### src/rtl/gray_pipe_pkg.sv
package gray_pipe_pkg;
  function automatic int count_set(input logic [31:0] mask, input int n);
    int c;
    c = 0;
    for (int i = 0; i < n; i++) c += int'(mask[i]);
    return c;
  endfunction

  function automatic int stage_shift(input int k);
    return 1 << k;
  endfunction
endpackage

### src/rtl/gray_xor_stage.sv
module gray_xor_stage #(
  parameter int W     = 16,
  parameter int SHIFT = 1,
  parameter bit REG   = 1'b1
) (
  input  logic         clk,
  input  logic         rst,
  input  logic         i_valid,
  input  logic [W-1:0] i_data,
  output logic         o_valid,
  output logic [W-1:0] o_data
);
  logic [W-1:0] mixed;
  assign mixed = i_data ^ (i_data >> SHIFT);

  generate
    if (REG) begin : g_reg
      always_ff @(posedge clk) begin
        if (rst) begin
          o_data  <= '0;
          o_valid <= 1'b0;
        end else begin
          o_data  <= mixed;
          o_valid <= i_valid;
        end
      end
    end else begin : g_comb
      assign o_data  = mixed;
      assign o_valid = i_valid;
    end
  endgenerate
endmodule

### src/rtl/gray_out_reg.sv
module gray_out_reg #(
  parameter int W = 16
) (
  input  logic         clk,
  input  logic         rst,
  input  logic         i_valid,
  input  logic [W-1:0] i_data,
  output logic         o_valid,
  output logic [W-1:0] o_data
);
  always_ff @(posedge clk) begin
    if (rst) begin
      o_data  <= '0;
      o_valid <= 1'b0;
    end else begin
      o_data  <= i_data;
      o_valid <= i_valid;
    end
  end
endmodule

### src/rtl/gray_pipe_conv.sv
module gray_pipe_conv #(
  parameter int                    W    = 16,
  parameter logic [$clog2(W)-1:0]  PIPE = '1
) (
  input  logic         clk,
  input  logic         rst,
  input  logic         in_valid,
  input  logic [W-1:0] in_data,
  output logic         gray_valid,
  output logic [W-1:0] gray_data,
  output logic         bin_valid,
  output logic [W-1:0] bin_data
);
  import gray_pipe_pkg::*;

  localparam int NST = $clog2(W);

  logic [NST:0][W-1:0] sd;
  logic [NST:0]        sv;

  assign sd[0] = in_data;
  assign sv[0] = in_valid;

  generate
    for (genvar k = 0; k < NST; k++) begin : g_stage
      gray_xor_stage #(
        .W    (W),
        .SHIFT(stage_shift(k)),
        .REG  (PIPE[k])
      ) u_stage (
        .clk    (clk),
        .rst    (rst),
        .i_valid(sv[k]),
        .i_data (sd[k]),
        .o_valid(sv[k+1]),
        .o_data (sd[k+1])
      );
    end

    if (PIPE[0]) begin : g_tap_shared
      assign gray_data  = sd[1];
      assign gray_valid = sv[1];
    end else begin : g_tap_own
      gray_out_reg #(.W(W)) u_tap (
        .clk    (clk),
        .rst    (rst),
        .i_valid(sv[1]),
        .i_data (sd[1]),
        .o_valid(gray_valid),
        .o_data (gray_data)
      );
    end
  endgenerate

  assign bin_data  = sd[NST];
  assign bin_valid = sv[NST];
endmodule

### config.mk
export PLATFORM = sky130hd
export DESIGN_NAME = gray_pipe_conv
export DESIGN_NICKNAME = d
export VERILOG_FILES = /design/src/rtl/gray_pipe_pkg.sv /design/src/rtl/gray_xor_stage.sv /design/src/rtl/gray_out_reg.sv /design/src/rtl/gray_pipe_conv.sv
export SDC_FILE = /design/constraint.sdc
export NUM_CORES = 1
export LEC_CHECK = 0
export BUFFER_PORTS_ARGS = -buffer_cell sky130_fd_sc_hd__buf_4
export CORE_MARGIN = 2
export CORE_UTILIZATION = 55
export CTS_CLUSTER_DIAMETER = 60
export CTS_CLUSTER_SIZE = 24
export DETAILED_ROUTE_END_ITERATION = 8
export PLACE_DENSITY = 0.82
export SLEW_MARGIN = 10
export SYNTH_ARGS = -nofsm -noshare
export SYNTH_HDL_FRONTEND = slang
export SYNTH_SLANG_ARGS = --single-unit
### constraint.sdc
create_clock -name clk -period 1.5 [get_ports clk]
set_input_delay 0.075 -clock clk [delete_from_list [all_inputs] [get_ports clk]]
set_output_delay 0.075 -clock clk [all_outputs]
set_load 0.05 [all_outputs]
# After elaboration in Yosys (flattened, before gate mapping)
# Index checks and enable logic that the tools add are counted.
[op_classes]
bitwise_logic = 4
[ops]
columns = ["operator", "n"]
rows = [
  ["$xor 16x12->16", 1],
  ["$xor 16x14->16", 1],
  ["$xor 16x15->16", 1],
  ["$xor 16x8->16", 1],
]
[word_totals]
register_bits = 68
in_bits = 19
out_inout_bits = 34
word_cells = 12

# Depth between registers and ports, before layout
# Gate-level depths: netlist of run 1.
[logic_depth]
depth_word = 1
depth_mapped = 3
mapped_depth_nobuf = 2

# By module
# From an unflattened synthesis of run 1, not the netlist that was laid out.
[hier_totals]
cells_unflattened = 191
area_unflattened_um2 = 2230.9
[by_module_without_submodules]
columns = ["module", "n_inst", "cells_each", "area_each_um2", "seq_area_each_um2"]
rows = [
  ["gray_xor_stage (g_stage[1].u_stage)", 1, 50, 603.1, 340.3],
  ["gray_xor_stage (g_stage[0].u_stage)", 1, 51, 568.0, 340.3],
  ["gray_xor_stage (g_stage[2].u_stage)", 1, 47, 534.3, 340.3],
  ["gray_xor_stage (g_stage[3].u_stage)", 1, 43, 525.5, 340.3],
]

# Worst setup path before layout of run 1
# No wires, ideal clock.
[synth_path]
path_type = "reg2reg"
from = "register g_stage[0].u_stage.o_data[10]"
to = "register g_stage[1].u_stage.o_data[10]"
setup_ns = 0.117
arrival_time_ns = 0.870
required_time_ns = 1.383
slack_ns = 0.513
stages_incl_launch_ff = 3
path_buffers = 0
synth_period_minus_slack_ns = 0.987
path_cell_list = "dfxtp_1 -> xnor2_1 -> nor2_1"
[synth_between]
elab_chain_len = 1
[synth_lines]
columns = ["element", "line_no", "text"]
rows = [
  ["start: declaration", "gray_xor_stage.sv:11", "output logic [W-1:0] o_data"],
  ["start signal: assignment", "gray_xor_stage.sv:23", "o_data <= mixed;"],
  ["$xor 16x14->16", "gray_xor_stage.sv:14", "assign mixed = i_data ^ (i_data >> SHIFT);"],
  ["end signal: assignment", "gray_xor_stage.sv:23", ""],
  ["end: declaration", "gray_xor_stage.sv:11", ""],
]
# No other way between the ends.
# A chain may end at the register's enable or synchronous reset.

# Worst setup path after layout of run 1
[layout_path]
from = "input port in_data[10]"
to = "register g_stage[0].u_stage.o_data[10]"
[layout_between]
elab_chain_len = 1
[layout_lines]
columns = ["element", "line_no", "text"]
rows = [
  ["start: declaration", "gray_pipe_conv.sv:8", "input logic [W-1:0] in_data,"],
  ["$xor 16x15->16", "gray_xor_stage.sv:14", ""],
]
# No other way between the ends.

==> results of run 1 <==
==> layer usage <==
metal | wire, µm | GRT usage | up-vias
met5 | 0 | 0 | -
met4 | 65 | 0.122 | 0
met3 | 244 | 0.0709 | 5
met2 | 1520 | 0.274 | 43
met1 | 1120 | 0.130 | 589
li1 | - | - | 720
==> Yosys cell counts <==
cell	number	area [µm²]
sky130_fd_sc_hd__nor2b_1	19	119
sky130_fd_sc_hd__buf_4	5	37.5
sky130_fd_sc_hd__dfxtp_1	68	1360
sky130_fd_sc_hd__buf_2	4	20.0
sky130_fd_sc_hd__xnor2_1	49	429
sky130_fd_sc_hd__nor2_1	49	184
==> power by group through the flow <==
stage               logic (W)  clock network (W)  registers [W]
finish               0.000689            0.00135        0.00205
global route         0.000738            0.00147        0.00206
CTS                  0.000695            0.00139        0.00205
detailed placement   0.000653                  0        0.00209
global placement     0.000645                  0        0.00208
floorplan            0.000261                  0        0.00230
==> state kept, by name, summed over array words and instances (netlist names) <==
register	cells
g_stage.u_stage.o_data	64
g_stage.u_stage.o_valid	4
==> area by class of cell <==
type                            instances  area (µm²)
Sequential cell                        68        1360
Fill cell                             243         825
Multi-Input combinational cell        117         732
Timing Repair Buffer                   68         551
Clock buffer                           14         183
Tap cell                               48        60.1
Clock inverter                          1        5.00
==> cell families (layout without fill, tap and decap cells) <==
family	Yosys count	in the layout
flip-flops	68	68
buffers and inverters	9	83
XOR/XNOR	49	49
AND/OR/NAND/NOR	68	68
==> worst register-to-register path, cell delays in order (launching register included) <==
cell and delay (ns):
sky130_fd_sc_hd__dfxtp_1 0.39, sky130_fd_sc_hd__xnor2_1 0.14, sky130_fd_sc_hd__nor2_1 0.06
==> layout by cell type, fill, tap and decap left out <==
| master | count |
|---|---|
| sky130_fd_sc_hd__clkinv_2 | 1 |
| sky130_fd_sc_hd__nor2b_1 | 19 |
| sky130_fd_sc_hd__buf_4 | 52 |
| sky130_fd_sc_hd__clkbuf_1 | 1 |
| sky130_fd_sc_hd__xnor2_1 | 49 |
| sky130_fd_sc_hd__dlygate4sd3_1 | 16 |
| sky130_fd_sc_hd__dfxtp_1 | 68 |
| sky130_fd_sc_hd__clkbuf_8 | 13 |
| sky130_fd_sc_hd__nor2_1 | 49 |
==> final timing paths <==
| path | slack (ns) | cells past startpoint | from | end |
|---|---|---|---|---|
| min reg2reg | 0.44 | 1 | g_stage[2].u_stage.o_valid$_SDFF_PP0_ | g_stage[3].u_stage.o_valid$_SDFF_PP0_ |
| max reg2reg | 0.77 | 2 | g_stage[0].u_stage.o_data[12]$_SDFF_PP0_ | g_stage[1].u_stage.o_data[12]$_SDFF_PP0_ |
| min | 0.01 | 3 | in_data[12] | g_stage[0].u_stage.o_data[12]$_SDFF_PP0_ |
| max | 0.22 | 5 | in_data[10] | g_stage[0].u_stage.o_data[10]$_SDFF_PP0_ |
==> metrics by stage <==
stage | cell area (µm²) | util | hold WS (ns)
4_1_cts | 2890 | 0.778 | 0.000393
6_report | 2890 | 0.778 | 0.0140
3_5_place_dp | 2540 | 0.685 | 0.315
2_1_floorplan | 2150 | - | 0.203
3_3_place_gp | 2540 | 0.685 | 0.286
5_1_grt | 2890 | 0.778 | 0.0105
==> reports/qor.csv, run 1 <==
stage,metric,value,unit
job,timing.max_cap.violations,0,
grt,grt_use_total,0.154,
status,outcome,"finished, final reports clean",
power_and_ir_drop,leakagePower,1.21,nW
setup_path,timing.critical_path.cells,dlygate4sd3_1 > buf_4 > xnor2_1 > dlygate4sd3_1 > nor2_1,
cts,cts_tree,yes,
timing,grt_setup_unrepaired,false,
synthesis,synth_adder_area_share,0,
synthesis,syn-cell-area,2150,µm²
die,floorplan.core_area,3720,µm²
cts,hold_bufs_at_cts,16,
final_layout,areaGrowthSynthToFinish,34.4,%
die,die_w,66.5,µm
setup_path,path_class,input port to flip-flop,
grt,antenna_violations_before_repair,0,
setup_path,critPathMostFrequentCell,sky130_fd_sc_hd__dlygate4sd3_1,
timing,report.final.setup_viol,0,
timing,worst-slew-pin-transition,0.592,ns
setup_path,cp_num_buf_inv,3,
synthesis,ys_seq_elements,68,
setup_path,critical_path.top_delay_family,buffers and inverters,
power_and_ir_drop,internal_cell_power,0.00303,W
power_and_ir_drop,power.combinational.fraction,0.169,
grt,globalRoute.totalOverflow,0,
timing,timing.final.crit_period,1.28,ns
timing,fmax,779,MHz
final_layout,finalNonFillerCells,316,
power_and_ir_drop,totalPowerFinal,0.00408,W
cts,cts_resized,0,
die,num_io_pins,53,
routing,firstDrtPassIters,4,
setup_path,slowest_delay,0.56,ns
routing,drt_drc_violations_left,0,
cts,cts_buffers,9,
timing,finalCritPeriodShare,0.855,
cts,cts_sinks,68,
timing,timing.setup.tns,0,ns
power_and_ir_drop,peakVddDrop,781,µV
setup_path,startpoint_type,input port,
power_and_ir_drop,power_frac_clock,0.331,
synthesis,post_synth.cell_area_avg,11.1,µm²
synthesis,synth.yosys.seq_area_share,0.633,
timing,finalHoldViolations,0,
timing,slew_headroom,0.605,
synthesis,synth_nets,213,
cts,htreeDepth,3,
synthesis,yosys_warnings,0,
timing,finClkSkew,0.00543,ns
routing,wl,2950,µm
placement,gp_congestion,0.698,
synthesis,synth-xor-area-share,0.200,
routing,avgRoutedWirePerCell,9.34,µm
final_layout,final_layout_size_suffix_gt1_frac,0.246,
grt,grt_pass1_wl,4780,µm
routing,dr.first_iter.drc_count,55,
grt,largest_net_degree_at_the_start_of_global_routing,69,
synthesis,synthDistinctLibCells,6,
final_layout,ant_cells,0,
die,floorplan.rows,22,
routing,drtAntennaViolNets,0,
power_and_ir_drop,power.density,1410,nW/µm²
synthesis,yosys.area_share.simple,0.141,
setup_path,wp_data_required,1.69,ns
grt,grt_pass1_vias,1246,
cts,cts_max_path_buffers,2,
die,floorplan.die.height,66.5,µm
synthesis,synth-compound-area-share,0,
power_and_ir_drop,power_switching,0.00105,W
synthesis,synthMuxAreaShare,0,
die,floorplan.initialDensity,0.579,
final_layout,nets,283,
cts,cts-root-buf,sky130_fd_sc_hd__clkbuf_8,
setup_path,crit_fanout,2,
power_and_ir_drop,seqPwrFrac,0.501,
timing,setup_ws,0.217,ns
placement,port_buffers,52,
timing,finalMaxSlewViolations,0,
setup_path,endpoint_kind,flip-flop,
cts,worst_setup_hold_path_clk_slew,0.06,ns
routing,routed-via-count,1357,
hold_path,timing.hold.worst.class,input port to flip-flop,
placement,place_worst_setup_slack,0.657,ns
die,floorplan.die_area,4430,µm²
cts,cts.repair_timing.setup_buffer_count,0,
cts,clk_latency,0.32,ns
routing,route.detailed.vias_per_inst,4.29,
synthesis,synth_top_family_by_area,XOR/XNOR gates,
power_and_ir_drop,switching_share_of_power,0.258,
placement,dp.cells,285,
setup_path,critPathSlowestCell,sky130_fd_sc_hd__dlygate4sd3_1,
setup_path,cp.arrival,1.47,ns
synthesis,syn-instance-count,194,
Note: power is estimated with default switching activity, not from simulation.
==> inputs of run 2 (changes only) <==
ABC_AREA = 1   (was unset)
PLACE_DENSITY = 0.81   (was 0.82)
SYNTH_HIERARCHICAL = 1   (was unset)
==> run 2 against run 1 <==
- non-clock buffer count grew 6
- power shrank 6.6%
- wire length grew 56%
- worst hold slack gained 0.0042 ns
- count of clock-buffer cells in the layout is 2 lower
- cell count rose by 40%
==> reports/qor.csv, run 2 <==
stage,metric,value,unit
status,outcome,"finished, final reports clean",
synthesis,ys_seq_elements,68,
final_layout,registers_with_the_most_flip_flops,"g_stage.u_stage/o_data x64, g_stage.u_stage/o_valid x4",
die,num_io_pins,53,
hold_path,timing.hold.worst.class,input port to flip-flop,
hold_path,min_path_cells,3,
setup_path,slowest_delay,0.59,ns
setup_path,endpoint_kind,flip-flop,
setup_path,path_class,input port to flip-flop,
timing,fmax,758,MHz
routing,wl,4600,µm
power_and_ir_drop,power_frac_clock,0.307,
timing,worst-slew-pin-transition,0.279,ns
die,die_w,69.8,µm
placement,place_hpwl,2790,µm
routing,dr.first_iter.drc_count,90,
timing,setup_ws,0.180,ns
synthesis,yosysMostFrequentCell,sky130_fd_sc_hd__nand2_1,
final_layout,most-common-layout-cells,"94 x sky130_fd_sc_hd__nand2_1, 89 x sky130_fd_sc_hd__nor2_1, 68 x sky130_fd_sc_hd__dfxtp_1, 52 x sky130_fd_sc_hd__buf_4, 26 x sky130_fd_sc_hd__nor2_2",
synthesis,synthDistinctLibCells,11,
die,floorplan.core_area,4090,µm²
placement,place_worst_setup_slack,0.689,ns
placement,port_buffers,52,
synthesis,proportion_of_synthesized_flip_flops_having_asynchronous_set_or_reset,0,
power_and_ir_drop,seqPwrFrac,0.529,
grt,globalRoute.totalOverflow,0,
placement,gp_congestion,0.690,
grt,grt_pass1_vias,1897,
cts,cts_max_path_buffers,2,
routing,route.detailed.vias_per_inst,4.60,
cts,worst_setup_hold_path_clk_slew,0.06,ns
power_and_ir_drop,leakagePower,1.52,nW
final_layout,areaGrowthSynthToFinish,32.5,%
timing,timing.final.crit_period,1.32,ns
power_and_ir_drop,power.combinational.fraction,0.164,
power_and_ir_drop,power.density,1210,nW/µm²
synthesis,post-synth-top-area-fraction,0.572,
grt,largest_net_degree_at_the_start_of_global_routing,24,
timing,finClkSkew,0.00272,ns
die,floorplan.rows,23,
power_and_ir_drop,power_switching,0.00105,W
synthesis,synth_enable_flop_cells,0,
timing,finalCritPeriodShare,0.880,
synthesis,yosys_warnings,6,
synthesis,synthTopCellsByArea,"sky130_fd_sc_hd__dfxtp_1 57%, sky130_fd_sc_hd__nand2_1 15%, sky130_fd_sc_hd__nor2_1 14%, sky130_fd_sc_hd__nor2_2 6.8%, sky130_fd_sc_hd__inv_1 3.3%",
synthesis,synthDominantAreaCellType,sky130_fd_sc_hd__dfxtp_1,
final_layout,final_common_cell,sky130_fd_sc_hd__nand2_1,
setup_path,critical_path_depth,5,
setup_path,cp.arrival,1.55,ns
grt,antenna_violations_before_repair,0,
final_layout,nets,410,
cts,cts.repair_timing.setup_buffer_count,0,
die,floorplan.initialDensity,0.583,
cts,cts_tree,yes,
grt,grt_pass1_wl,7890,µm
cts,htreeDepth,3,
power_and_ir_drop,peakVddDrop,687,µV
synthesis,syn-instance-count,310,
setup_path,timing.critical_path.cells,dlygate4sd3_1 > buf_4 > nor2_1 > dlygate4sd3_1 > nor2_1,
setup_path,crit_fanout,4,
routing,routed-via-count,2034,
setup_path,startpoint_type,input port,
routing,firstDrtPassIters,4,
routing,drt_drc_violations_left,0,
setup_path,critPathSlowestCell,sky130_fd_sc_hd__dlygate4sd3_1,
synthesis,post_synth.cell_area_avg,7.68,µm²
cts,clk_latency,0.33,ns
power_and_ir_drop,internal_cell_power,0.00277,W
setup_path,cp_num_buf_inv,3,
final_layout,ant_cells,0,
setup_path,wp_data_required,1.73,ns
synthesis,synth_nets,329,
final_layout,regMostFlops,g_stage.u_stage/o_data,
cts,cts_buffers,9,
synthesis,synth.yosys.seq_area_share,0.572,
final_layout,largest_register_ff_count,64,
job,timing.max_cap.violations,0,
routing,drtAntennaViolNets,0,
setup_path,worst-r2r-setup-slack,0.77,ns
timing,finalMaxSlewViolations,0,
routing,avgRoutedWirePerCell,10.4,µm
cts,cts-root-buf,sky130_fd_sc_hd__clkbuf_8,
setup_path,reg2regPathDepth,3,
cts,cts_sinks,68,
setup_path,critical_path.top_delay_family,buffers and inverters,
synthesis,synth_common_cells,"94 x sky130_fd_sc_hd__nand2_1, 89 x sky130_fd_sc_hd__nor2_1, 68 x sky130_fd_sc_hd__dfxtp_1",
timing,grt_setup_unrepaired,false,
timing,finalHoldViolations,0,
timing,report.final.setup_viol,0,
cts,cts_resized,0,
grt,grt_use_total,0.205,
synthesis,ys.flop_type,sky130_fd_sc_hd__dfxtp_1,
die,floorplan.die.height,69.8,µm
die,floorplan.die_area,4870,µm²
final_layout,final_layout_size_suffix_gt1_frac,0.242,
timing,slew_headroom,0.814,
timing,timing.setup.tns,0,ns
power_and_ir_drop,switching_share_of_power,0.274,
synthesis,syn-cell-area,2380,µm²
## run 2: changes by cell type after synthesis, moves of 5 or more
cell                      previous run  this run
sky130_fd_sc_hd__buf_4               5         0
sky130_fd_sc_hd__inv_1               0        21
sky130_fd_sc_hd__nand2_1             0        94
sky130_fd_sc_hd__nor2_1             49        89
sky130_fd_sc_hd__nor2_2              0        26
sky130_fd_sc_hd__nor2b_1            19         0
sky130_fd_sc_hd__xnor2_1            49         0
## run 2: path summary, 6_finish.rpt
check                                                               from                                  endpoint
worst min-delay path                                         in_data[11]  g_stage[0].u_stage/o_data[11]$_SDFF_PP0_
worst max register to register  g_stage[0].u_stage/o_data[12]$_SDFF_PP0_  g_stage[1].u_stage/o_data[10]$_SDFF_PP0_
worst min register to register     g_stage[2].u_stage/o_valid$_SDFF_PP0_     g_stage[3].u_stage/o_valid$_SDFF_PP0_
worst max-delay path                                          in_data[4]   g_stage[0].u_stage/o_data[3]$_SDFF_PP0_
## run 2: power groups by stage
stage	clock (W)	combinational (W)	sequential [W]
2_1_floorplan	0	0.000212	0.00224
6_report	0.00117	0.000626	0.00202
3_3_place_gp	0	0.000558	0.00205
3_5_place_dp	0	0.000572	0.00205
5_1_grt	0.00129	0.000679	0.00203
4_1_cts	0.00120	0.000618	0.00202
## run 2: metrics by stage
stage                     power [W]   util  instance area, µm²  instances  hold slack, ns
after floorplan             0.00245      -                2380        310           0.146
after global placement      0.00261  0.682                2790        408           0.274
after detailed placement    0.00263  0.682                2790        408           0.285
after CTS                   0.00383  0.772                3150        442         0.00306
after global routing        0.00400  0.772                3150        442          0.0210
final                       0.00382  0.772                3150        442          0.0182
## run 2: what timing repair did
action	in CTS	in global routing
endpoints found under the setup margin	0	0
hold buffers	22	0
endpoints found under the hold margin	17	0
## run 2: layout make-up
class / count / area, µm²
fillers: 286 / 932
repair buffers: 74 / 611
flip-flops and latches: 68 / 1360
clock buffers: 12 / 145
well taps: 50 / 62.6
multi-input cells: 213 / 876
inverters: 25 / 98.8
## run 2: logic make-up after synthesis
kind of cell,Yosys count,share of synthesized area
simple gates,211,0.362
buf+inv,29,0.0604
compound gates,2,0.00578
flops,68,0.572
## run 2: metal layers
metal  GRT usage  part of all wire  routed length, µm  up-vias
met2       0.362              0.50               2310       71
met1       0.208              0.40               1860      883
li1            -                 -                  -     1070
met4       0.126             0.017                 76        0
met5           0                 0                  0        -
met3      0.0669             0.076                351       10
## run 2: worst reg2reg max path: cells and delay by family, from the launching register on
family | cells | cell delay (ns)
AND/OR/NAND/NOR | 3 | 0.20
flip-flops | 1 | 0.42
